--- src/rtl/mdio_target_pkg.sv ---
package mdio_target_pkg;

  typedef enum logic [2:0] {
    ST_HUNT  = 3'd0,
    ST_IDLE  = 3'd1,
    ST_START = 3'd2,
    ST_OPC   = 3'd3,
    ST_ADDR  = 3'd4,
    ST_TURN  = 3'd5,
    ST_DATA  = 3'd6
  } frm_state_e;

  localparam logic [1:0] OPC_READ  = 2'b10;
  localparam logic [1:0] OPC_WRITE = 2'b01;

endpackage

--- src/rtl/mdio_sync_count.sv ---
// Counts consecutive ones while the target is out of synchronisation.
module mdio_sync_count #(
  parameter int PRE_LEN = 32
) (
  input  logic clk,
  input  logic rst_n,
  input  logic hunting,
  input  logic bit_i,
  output logic sync_ok
);
  localparam int PW = $clog2(PRE_LEN + 1);

  logic [PW-1:0] ones_q, ones_d;

  always_comb begin
    ones_d = '0;
    if (hunting && bit_i) begin
      if (ones_q == PW'(PRE_LEN)) ones_d = ones_q;
      else                        ones_d = ones_q + 1'b1;
    end
  end

  always_ff @(posedge clk or negedge rst_n) begin
    if (!rst_n) ones_q <= '0;
    else        ones_q <= ones_d;
  end

  assign sync_ok = (ones_q == PW'(PRE_LEN));

endmodule

--- src/rtl/mdio_frame_fsm.sv ---
// Walks the frame fields one sampled bit at a time.
module mdio_frame_fsm
  import mdio_target_pkg::*;
#(
  parameter int PHY_AW = 5,
  parameter int REG_AW = 5,
  parameter int DW     = 16
) (
  input  logic              clk,
  input  logic              rst_n,
  input  logic              bit_i,
  input  logic              sync_ok,
  input  logic [PHY_AW-1:0] strap,
  output logic              hunting,
  output logic              is_read,
  output logic              phy_match,
  output logic [REG_AW-1:0] reg_addr,
  output logic              drv_load,
  output logic              drv_shift,
  output logic              drv_rel,
  output logic              wr_commit,
  output logic [DW-1:0]     wr_data
);
  localparam int AW    = PHY_AW + REG_AW;
  localparam int CMAX  = (DW > AW) ? DW : AW;
  localparam int CNT_W = $clog2(CMAX);

  frm_state_e       state_q, state_d;
  logic [CNT_W-1:0] cnt_q, cnt_d;
  logic [1:0]       opc_q, opc_d;
  logic [AW-1:0]    adr_q, adr_d;
  logic [DW-1:0]    dat_q, dat_d;
  logic [1:0]       opc_nx;
  logic             last_dat;

  assign opc_nx    = {opc_q[0], bit_i};
  assign is_read   = (opc_q == OPC_READ);
  assign phy_match = (adr_q[AW-1:REG_AW] == strap);
  assign reg_addr  = adr_q[REG_AW-1:0];
  assign hunting   = (state_q == ST_HUNT);
  assign last_dat  = (state_q == ST_DATA) && (cnt_q == CNT_W'(DW - 1));

  assign drv_load  = (state_q == ST_TURN) && (cnt_q == '0) && is_read && phy_match;
  assign drv_shift = ((state_q == ST_TURN) && (cnt_q != '0)) ||
                     ((state_q == ST_DATA) && !last_dat);
  assign drv_rel   = last_dat;
  assign wr_commit = last_dat && !is_read && phy_match;
  assign wr_data   = {dat_q[DW-2:0], bit_i};

  always_comb begin
    state_d = state_q;
    cnt_d   = cnt_q;
    opc_d   = opc_q;
    adr_d   = adr_q;
    dat_d   = dat_q;
    unique case (state_q)
      ST_HUNT: begin
        if (!bit_i && sync_ok) state_d = ST_START;
      end
      ST_IDLE: begin
        if (!bit_i) state_d = ST_START;
      end
      ST_START: begin
        if (bit_i) begin
          state_d = ST_OPC;
          cnt_d   = '0;
        end else begin
          state_d = ST_HUNT;
        end
      end
      ST_OPC: begin
        opc_d = opc_nx;
        if (cnt_q == '0) begin
          cnt_d = CNT_W'(1);
        end else if (opc_nx == OPC_READ || opc_nx == OPC_WRITE) begin
          state_d = ST_ADDR;
          cnt_d   = '0;
        end else begin
          state_d = ST_HUNT;
        end
      end
      ST_ADDR: begin
        adr_d = {adr_q[AW-2:0], bit_i};
        if (cnt_q == CNT_W'(AW - 1)) begin
          state_d = ST_TURN;
          cnt_d   = '0;
        end else begin
          cnt_d = cnt_q + 1'b1;
        end
      end
      ST_TURN: begin
        if (cnt_q == '0) begin
          if (!is_read && !bit_i) state_d = ST_HUNT;
          else                    cnt_d   = CNT_W'(1);
        end else begin
          if (!is_read && bit_i) begin
            state_d = ST_HUNT;
          end else begin
            state_d = ST_DATA;
            cnt_d   = '0;
          end
        end
      end
      ST_DATA: begin
        dat_d = {dat_q[DW-2:0], bit_i};
        if (last_dat) state_d = ST_IDLE;
        else          cnt_d   = cnt_q + 1'b1;
      end
      default: state_d = ST_HUNT;
    endcase
  end

  always_ff @(posedge clk or negedge rst_n) begin
    if (!rst_n) begin
      state_q <= ST_HUNT;
      cnt_q   <= '0;
      opc_q   <= '0;
      adr_q   <= '0;
      dat_q   <= '0;
    end else begin
      state_q <= state_d;
      cnt_q   <= cnt_d;
      opc_q   <= opc_d;
      adr_q   <= adr_d;
      dat_q   <= dat_d;
    end
  end

endmodule

--- src/rtl/mdio_read_drv.sv ---
// Turnaround zero and read data shifter for the line driver.
module mdio_read_drv #(
  parameter int DW = 16
) (
  input  logic          clk,
  input  logic          rst_n,
  input  logic          load,
  input  logic          shift,
  input  logic          rel_i,
  input  logic [DW-1:0] rdata,
  output logic          oe,
  output logic          dout
);
  localparam int RW = $clog2(DW + 2) + 1;

  logic [DW-1:0] sh_q, sh_d;
  logic          oe_q, oe_d;
  logic          o_q, o_d;

  always_comb begin
    sh_d = sh_q;
    oe_d = oe_q;
    o_d  = o_q;
    if (load) begin
      oe_d = 1'b1;
      o_d  = 1'b0;
      sh_d = rdata;
    end else if (oe_q) begin
      if (rel_i) begin
        oe_d = 1'b0;
      end else if (shift) begin
        o_d  = sh_q[DW-1];
        sh_d = {sh_q[DW-2:0], 1'b0};
      end
    end
  end

  always_ff @(posedge clk or negedge rst_n) begin
    if (!rst_n) begin
      sh_q <= '0;
      oe_q <= 1'b0;
      o_q  <= 1'b0;
    end else begin
      sh_q <= sh_d;
      oe_q <= oe_d;
      o_q  <= o_d;
    end
  end

  assign oe   = oe_q;
  assign dout = o_q;

  // Driving window: turnaround zero plus DW data bits, never longer.
  logic [RW-1:0] run_q;
  always_ff @(posedge clk or negedge rst_n) begin
    if (!rst_n)    run_q <= '0;
    else if (oe_q) run_q <= run_q + 1'b1;
    else           run_q <= '0;
  end

  assert_drive_window_R9: assert property (@(posedge clk) disable iff (!rst_n)
    oe_q |-> (run_q <= RW'(DW)));

endmodule

--- src/rtl/mdio_target.sv ---
module mdio_target
  import mdio_target_pkg::*;
#(
  parameter int PHY_AW  = 5,
  parameter int REG_AW  = 5,
  parameter int DW      = 16,
  parameter int PRE_LEN = 32
) (
  input  logic              mdc,
  input  logic              rst_n,
  input  logic [PHY_AW-1:0] strap_addr,
  input  logic              mdio_i,
  output logic              mdio_o,
  output logic              mdio_oe,
  output logic [REG_AW-1:0] rf_addr,
  output logic              rf_wr_en,
  output logic [DW-1:0]     rf_wdata,
  input  logic [DW-1:0]     rf_rdata
);
  logic rst_m_q, rst_s_q;
  logic hunting, sync_ok, is_read, phy_match;
  logic drv_load, drv_shift, drv_rel, wr_commit;
  logic [DW-1:0] wr_data;
  logic [REG_AW-1:0] reg_addr;
  logic wr_en_q;
  logic [DW-1:0] wdat_q, wdat_d;

  // Asynchronous assertion, synchronous release.
  always_ff @(posedge mdc or negedge rst_n) begin
    if (!rst_n) begin
      rst_m_q <= 1'b0;
      rst_s_q <= 1'b0;
    end else begin
      rst_m_q <= 1'b1;
      rst_s_q <= rst_m_q;
    end
  end

  mdio_sync_count #(.PRE_LEN(PRE_LEN)) u_sync (
    .clk     (mdc),
    .rst_n   (rst_s_q),
    .hunting (hunting),
    .bit_i   (mdio_i),
    .sync_ok (sync_ok)
  );

  mdio_frame_fsm #(.PHY_AW(PHY_AW), .REG_AW(REG_AW), .DW(DW)) u_fsm (
    .clk       (mdc),
    .rst_n     (rst_s_q),
    .bit_i     (mdio_i),
    .sync_ok   (sync_ok),
    .strap     (strap_addr),
    .hunting   (hunting),
    .is_read   (is_read),
    .phy_match (phy_match),
    .reg_addr  (reg_addr),
    .drv_load  (drv_load),
    .drv_shift (drv_shift),
    .drv_rel   (drv_rel),
    .wr_commit (wr_commit),
    .wr_data   (wr_data)
  );

  mdio_read_drv #(.DW(DW)) u_drv (
    .clk   (mdc),
    .rst_n (rst_s_q),
    .load  (drv_load),
    .shift (drv_shift),
    .rel_i (drv_rel),
    .rdata (rf_rdata),
    .oe    (mdio_oe),
    .dout  (mdio_o)
  );

  always_comb begin
    wdat_d = wdat_q;
    if (wr_commit) wdat_d = wr_data;
  end

  always_ff @(posedge mdc or negedge rst_s_q) begin
    if (!rst_s_q) begin
      wr_en_q <= 1'b0;
      wdat_q  <= '0;
    end else begin
      wr_en_q <= wr_commit;
      wdat_q  <= wdat_d;
    end
  end

  assign rf_wr_en = wr_en_q;
  assign rf_wdata = wdat_q;
  assign rf_addr  = reg_addr;

  assert_quiet_unsynced_R2: assert property (@(posedge mdc) disable iff (!rst_s_q)
    hunting |-> (!mdio_oe && !rf_wr_en));
  assert_ta_drives_zero_R8: assert property (@(posedge mdc) disable iff (!rst_s_q)
    $rose(mdio_oe) |-> !mdio_o);
  assert_answer_own_read_R10: assert property (@(posedge mdc) disable iff (!rst_s_q)
    $rose(mdio_oe) |-> (is_read && phy_match));
  assert_single_strobe_R7: assert property (@(posedge mdc) disable iff (!rst_s_q)
    rf_wr_en |=> !rf_wr_en);
  assert_no_write_on_read_R8: assert property (@(posedge mdc) disable iff (!rst_s_q)
    mdio_oe |-> !rf_wr_en);

endmodule

--- config.mk ---
export PLATFORM = sky130hd
export DESIGN_NAME = mdio_target
export DESIGN_NICKNAME = d
export VERILOG_FILES = /design/src/rtl/mdio_target_pkg.sv /design/src/rtl/mdio_sync_count.sv /design/src/rtl/mdio_frame_fsm.sv /design/src/rtl/mdio_read_drv.sv /design/src/rtl/mdio_target.sv
export SDC_FILE = /design/constraint.sdc
export NUM_CORES = 1
export LEC_CHECK = 0
export BUFFER_PORTS_ARGS = -buffer_cell sky130_fd_sc_hd__buf_2
export CAP_MARGIN = 25
export CORE_AREA = 10 10 95 97
export CTS_CLUSTER_DIAMETER = 30
export DETAILED_ROUTE_END_ITERATION = 8
export DIE_AREA = 0 0 105 107
export PLACE_DENSITY = 0.72
export RECOVER_POWER = 100
export SYNTH_ARGS = -nofsm -noshare
export SYNTH_HDL_FRONTEND = slang
export SYNTH_HIERARCHICAL = 1
export SYNTH_SLANG_ARGS = --single-unit
--- constraint.sdc ---
create_clock -name mdc -period 3.4 [get_ports mdc]
set_input_delay 0.17 -clock mdc [delete_from_list [all_inputs] [get_ports mdc]]
set_output_delay 0.17 -clock mdc [all_outputs]
set_load 0.02 [all_outputs]
### Word level (Yosys, flattened, before mapping)

Index checks and enable logic that the tools add are counted.

| word-level totals | value |
|---|---|
| memories kept | 0 |
| word-level logic and storage cells | 100 |
| ROM bits | 0 |
| output and inout bits | 24 |
| RAM bits | 0 |
| register bits after elaboration | 77 |
| latch bits | 0 |

| operators by class | value |
|---|---|
| shift operators | 0 |
| bitwise logic cells | 0 |
| div/mod/pow operators | 0 |
| eq/ne operators | 26 |
| reduce and logical (&&, ||, !) cells | 26 |
| $lt $le $gt $ge | 0 |
| add/sub/neg operators | 2 |
| multipliers | 0 |
| multiplexer cells | 33 |

Operators by type and width:

| kind | count |
|---|---|
| $mux 16 | 4 |
| $mux 4 | 8 |
| $mux 3 | 9 |
| $pmux 3 s7 | 1 |
| $pmux 4 s5 | 1 |
| $logic_and 1x1->1 | 12 |
| $mux 6 | 2 |
| $ne 2x2->1 const B | 6 |
| $reduce_and 6->1 | 2 |
| $eq 3x3->1 const B | 3 |
| $ne 3x3->1 const B | 3 |
| $eq 4x4->1 const B | 2 |
| $mux 1 | 7 |
| $add 6x1->6 const B | 1 |
| $eq 3x2->1 const B | 2 |
| $eq 6x6->1 const B | 1 |
| $ne 2x1->1 const B | 3 |
| $eq 5x5->1 | 1 |
| $reduce_bool 5->1 | 1 |
| $add 4x1->4 const B | 1 |
| $eq 2x2->1 const B | 2 |
| $logic_not 4->1 | 1 |
| $reduce_bool 2->1 | 2 |
| $reduce_bool 4->1 | 1 |
| 8 further kinds | 11 |

### Depth between registers and ports, before layout

| depth | value |
|---|---|
| depth after elaboration | 9 |
| mapped depth | 11 |
| depth with buffers taken out | 9 |

### Modules after synthesis

Netlist, hierarchy kept.

By module, submodules not included:

| module | cells an instance | area an instance (sq um) | instances |
|---|---|---|---|
| mdio_frame_fsm | 153 | 1734.2 | 1 |
| mdio_read_drv | 94 | 933.4 | 1 |
| mdio_target | 38 | 728.2 | 1 |
| mdio_sync_count | 34 | 335.3 | 1 |

### Worst setup path after synthesis

OpenSTA, ideal clock, no wires.

| timing | value |
|---|---|
| path type | register to register |
| start point | reg u_fsm.cnt_q[0] |
| end point | reg u_drv.sh_q[2] |
| setup time | 0.120 ns |
| setup slack | 1.008 ns |
| cell stages (with the launch flop) | 10 |
| arrival | 2.271 ns |
| required time | 3.280 ns |
| cell sequence | dfrtp_1 inv_1 ha_1 or3b_1 buf_2 or3_4 nor3_1 clkbuf_4 nor2b_1 a21oi_2 |

| on the way | value |
|---|---|
| elaborated cells on any way between the ends | 16 |

RTL lines:

| item | RTL line | RTL |
|---|---|---|
| from (decl) | mdio_frame_fsm.sv:29 | `logic [CNT_W-1:0] cnt_q, cnt_d;` |
| from (signal assigned) | mdio_frame_fsm.sv:122 | `cnt_q <= cnt_d;` |
| $logic_not 4->1 (*) | mdio_frame_fsm.sv:43 | `assign drv_load = (state_q == ST_TURN) && (cnt_q == '0) && is_read && phy_match;` |
| $logic_and 1x1->1 (*) (3 in series) | mdio_frame_fsm.sv:43 |  |
| named net drv_load | mdio_target.sv:22 | `logic drv_load, drv_shift, drv_rel, wr_commit;` |
| $ne 2x2->1 (no line) / $reduce_bool 2->1 (equally long branches) | - |  |
| $reduce_and 3->1 (no line) | - |  |
| to (signal assigned) | mdio_read_drv.sv:40 | `sh_q <= '0;` |
| to (signal assigned) | mdio_read_drv.sv:44 | `sh_q <= sh_d;` |
| to (decl) | mdio_read_drv.sv:16 | `logic [DW-1:0] sh_q, sh_d;` |

The timed path passes the listed nets; every way through them passes the cells marked *.
A chain may end at the register's enable or synchronous reset.

### Worst setup path after layout

| timing | value |
|---|---|
| start point | reg u_fsm.cnt_q[0] |
| end point | reg u_drv.sh_q[14] |

Same word-level chain as after synthesis.

==> impl_metrics.yaml <==
pwr:
  cell_internal_pwr_w: 0.00133
  leakagePower_nw: 1.93
  seqPwrFrac_pct: 56.8
  switching_share_pct: 23.4
  pwr-share-comb_pct: 3.7
  ir_drop_mv: 0.234
  clkPwrFrac_pct: 39.5
  fin_total_pwr_w: 0.00173
  p_per_cell_area_nw_per_um2: 427
  total_switching_power_w: 0.000405
timing:
  tightest_slew_ns: 1.54
  period_needed_ns: 2.61
  drv_slew: 76
  timing.final.setup_violations: 0
  post_route_skew_ns: 0.00807
  hold-worst-slack_ns: 0.0601
  rsz_0062_raised_after_global_routing: "false"
  maxClockFrequency_mhz: 383
  fin_setup_tns_ns: 0
  finalCritPeriodShare_pct: 76.9
  timing.final.hold_violations: 0
  relSlewSlack_pct: -2.56
setup_path:
  critPathLaunch: "u_fsm/cnt_q[0]"
  path_max_fanout: 34
  crit-reg2reg-capture: "u_drv/sh_q[14]"
  critical_path_destination: "u_drv/sh_q[14]"
  critPathArrivalTime_ns: 2.84
  rr_worst_depth: 8
  crit_path_start_kind: "register"
  ff2ff_setup_slack_ns: 0.79
  worst-setup-path-type: "register to register"
  timing.rr.start: "u_fsm/cnt_q[0]"
  worst-endpoint-required_ns: 3.63
  crit_path_end_kind: "register"
detailed_routing:
  vias: 2404
  post-route-drc-count: 0
  drt-total-wl_mm: 6.52
  dr.first_iter.drc_count: 116
  vias_per_cell: 5.19
  drt_first_pass_iters: 4
  ant_nets: 0
  drt-wirelength-per-cell_um: 14.1
global_routing:
  globalRouteOverflowTotal: 0
  grt_max_degree: 76
  grt_antenna_before_repair: 0
  via_count_of_the_first_global_routing_pass: 2473
  grt_pass1_wl_mm: 11.6
  grt.total_usage_pct: 12.2
floorplan:
  chipHeight_um: 107
  core_area_um2: 7140
  die-area_um2: 11200
  std_cell_rows: 31
  start_util_pct: 52.2
  io_pins: 48
  die_w_um: 105
synth:
  syn-num-nets: 347
  cell_count_after_synthesis: 318
  synth.yosys.warnings: 6
  synth_area_per_cell_um2: 11.7
  syn-cell-area_um2: 3730
clocking:
  number_of_clock_buffers_inserted_by_tritoncts: 9
  clk_latency_ns: 0.33
  clock_tree.buffer_depth: 2
  clkSlewWorstSetupHoldPaths_ns: 0.08
  cts_resized: 0
  htree_levels: 3
  cts_root_cell: "clkbuf_8"
  tritoncts_clock_tree: "yes"
  cts.sink_count: 77
layout:
  multi_input_area_um2: 1540
  mostFrequentLayoutCells: "76 x dfrtp_1, 32 x mux2_2, 28 x clkbuf_1, 28 x nand2_1, 22 x buf_2"
  area.sequential_um2: 1930
  mostFrequentLayoutCell: "dfrtp_1"
  post_route_cells_drive_above_1_share_pct: 26.1
  fin_nets: 388
  postLayoutCellArea_um2: 4060
  diodes: 0
  n_fill_cell: 638
  areaGrowthSynthToFinish_pct: 8.93
placed_design:
  place.detailed.hpwl_mm: 4.45
  post_dp_cell_area_um2: 3960
  place_congestion: 0.826
  buffer_ports.inserted: 47
flow_run:
  max_cap_viol_count: 1
run_status:
  violated_checks: "capacitance limit, slew limit"
  outcome: "finished, violations left"
min_path:
  timing.hold.worst.class: "primary input to register"
power by group through the flow:
stage	Sequential, W	Clock [W]	Combinational, W
after floorplan	0.000991	0	0.0000414
after global placement	0.00100	0	0.0000622
after detailed placement	0.00100	0	0.0000638
after CTS	0.000987	0.000707	0.0000654
after global routing	0.000994	0.000749	0.0000755
final	0.000986	0.000685	0.0000636
worst min path at each step:
| stage | from | end | slack (ns) | depth (start not counted) |
|---|---|---|---|---|
| floorplan | rst_n | rst_m_q | -0.13 | 0 |
| global placement | rst_n | rst_m_q | -0.05 | 1 |
| detailed placement | rst_n | rst_m_q | -0.04 | 1 |
| CTS | rf_rdata[0] | u_drv/sh_q[0] | 0.04 | 3 |
| global route | rf_rdata[10] | u_drv/sh_q[10] | 0.06 | 3 |
| finish | rf_rdata[0] | u_drv/sh_q[0] | 0.06 | 3 |
flip-flops by register name, summed over array words and instances, names as in the netlist, 2 cells and up:
signal / count
rf_wdata: 16
u_drv/sh_q: 16
u_fsm/adr_q: 10
u_fsm/cnt_q: 4
u_fsm/dat_q: 15
u_fsm/opc_q: 2
u_fsm/state_q: 3
u_sync/ones_q: 6
layout make-up:
type                       count  share of cell area, %
clock buffer                  10                   3.39
clock inverter                 6                   1.54
inverter                      10                  0.925
multi-input combinational    209                   37.9
sequential                    77                   47.5
tap                           99                   3.05
timing repair buffer          52                   5.67
what timing repair did:
action / in CTS / in global routing
endpoints found under the hold margin: 2 / 0
setup buffers: 0 / 0
hold buffers: 1 / 0
metal layers:
| layer | up-vias | part of all wire [%] | GRT usage (%) |
|---|---|---|---|
| li1 | 1185 | - | - |
| met1 | 1153 | 46 | 15.1 |
| met2 | 62 | 48 | 20.0 |
| met3 | 4 | 5.2 | 3.77 |
| met4 | 0 | 0.80 | 3.73 |
| met5 | - | 0 | 0 |
through the flow:
stage          util, %  setup WS, ns  instances
4_1_cts           58.5         0.980        463
5_1_grt           56.9         0.556        463
6_report          56.9         0.787        463
3_3_place_gp      55.5          1.08        446
2_1_floorplan        -          1.01        318
3_5_place_dp      55.5         0.972        446
worst max-delay path, cell delays in order, from the launching register on:
cell and delay, ns:
dfrtp_1 0.44, inv_1 0.10, ha_1 0.13, or3b_1 0.42, or3_1 0.41, nor3_1 0.15, clkbuf_2 0.56, nor2b_1 0.26
a21oi_2 0.04
Power figures use the tool's default switching activity.
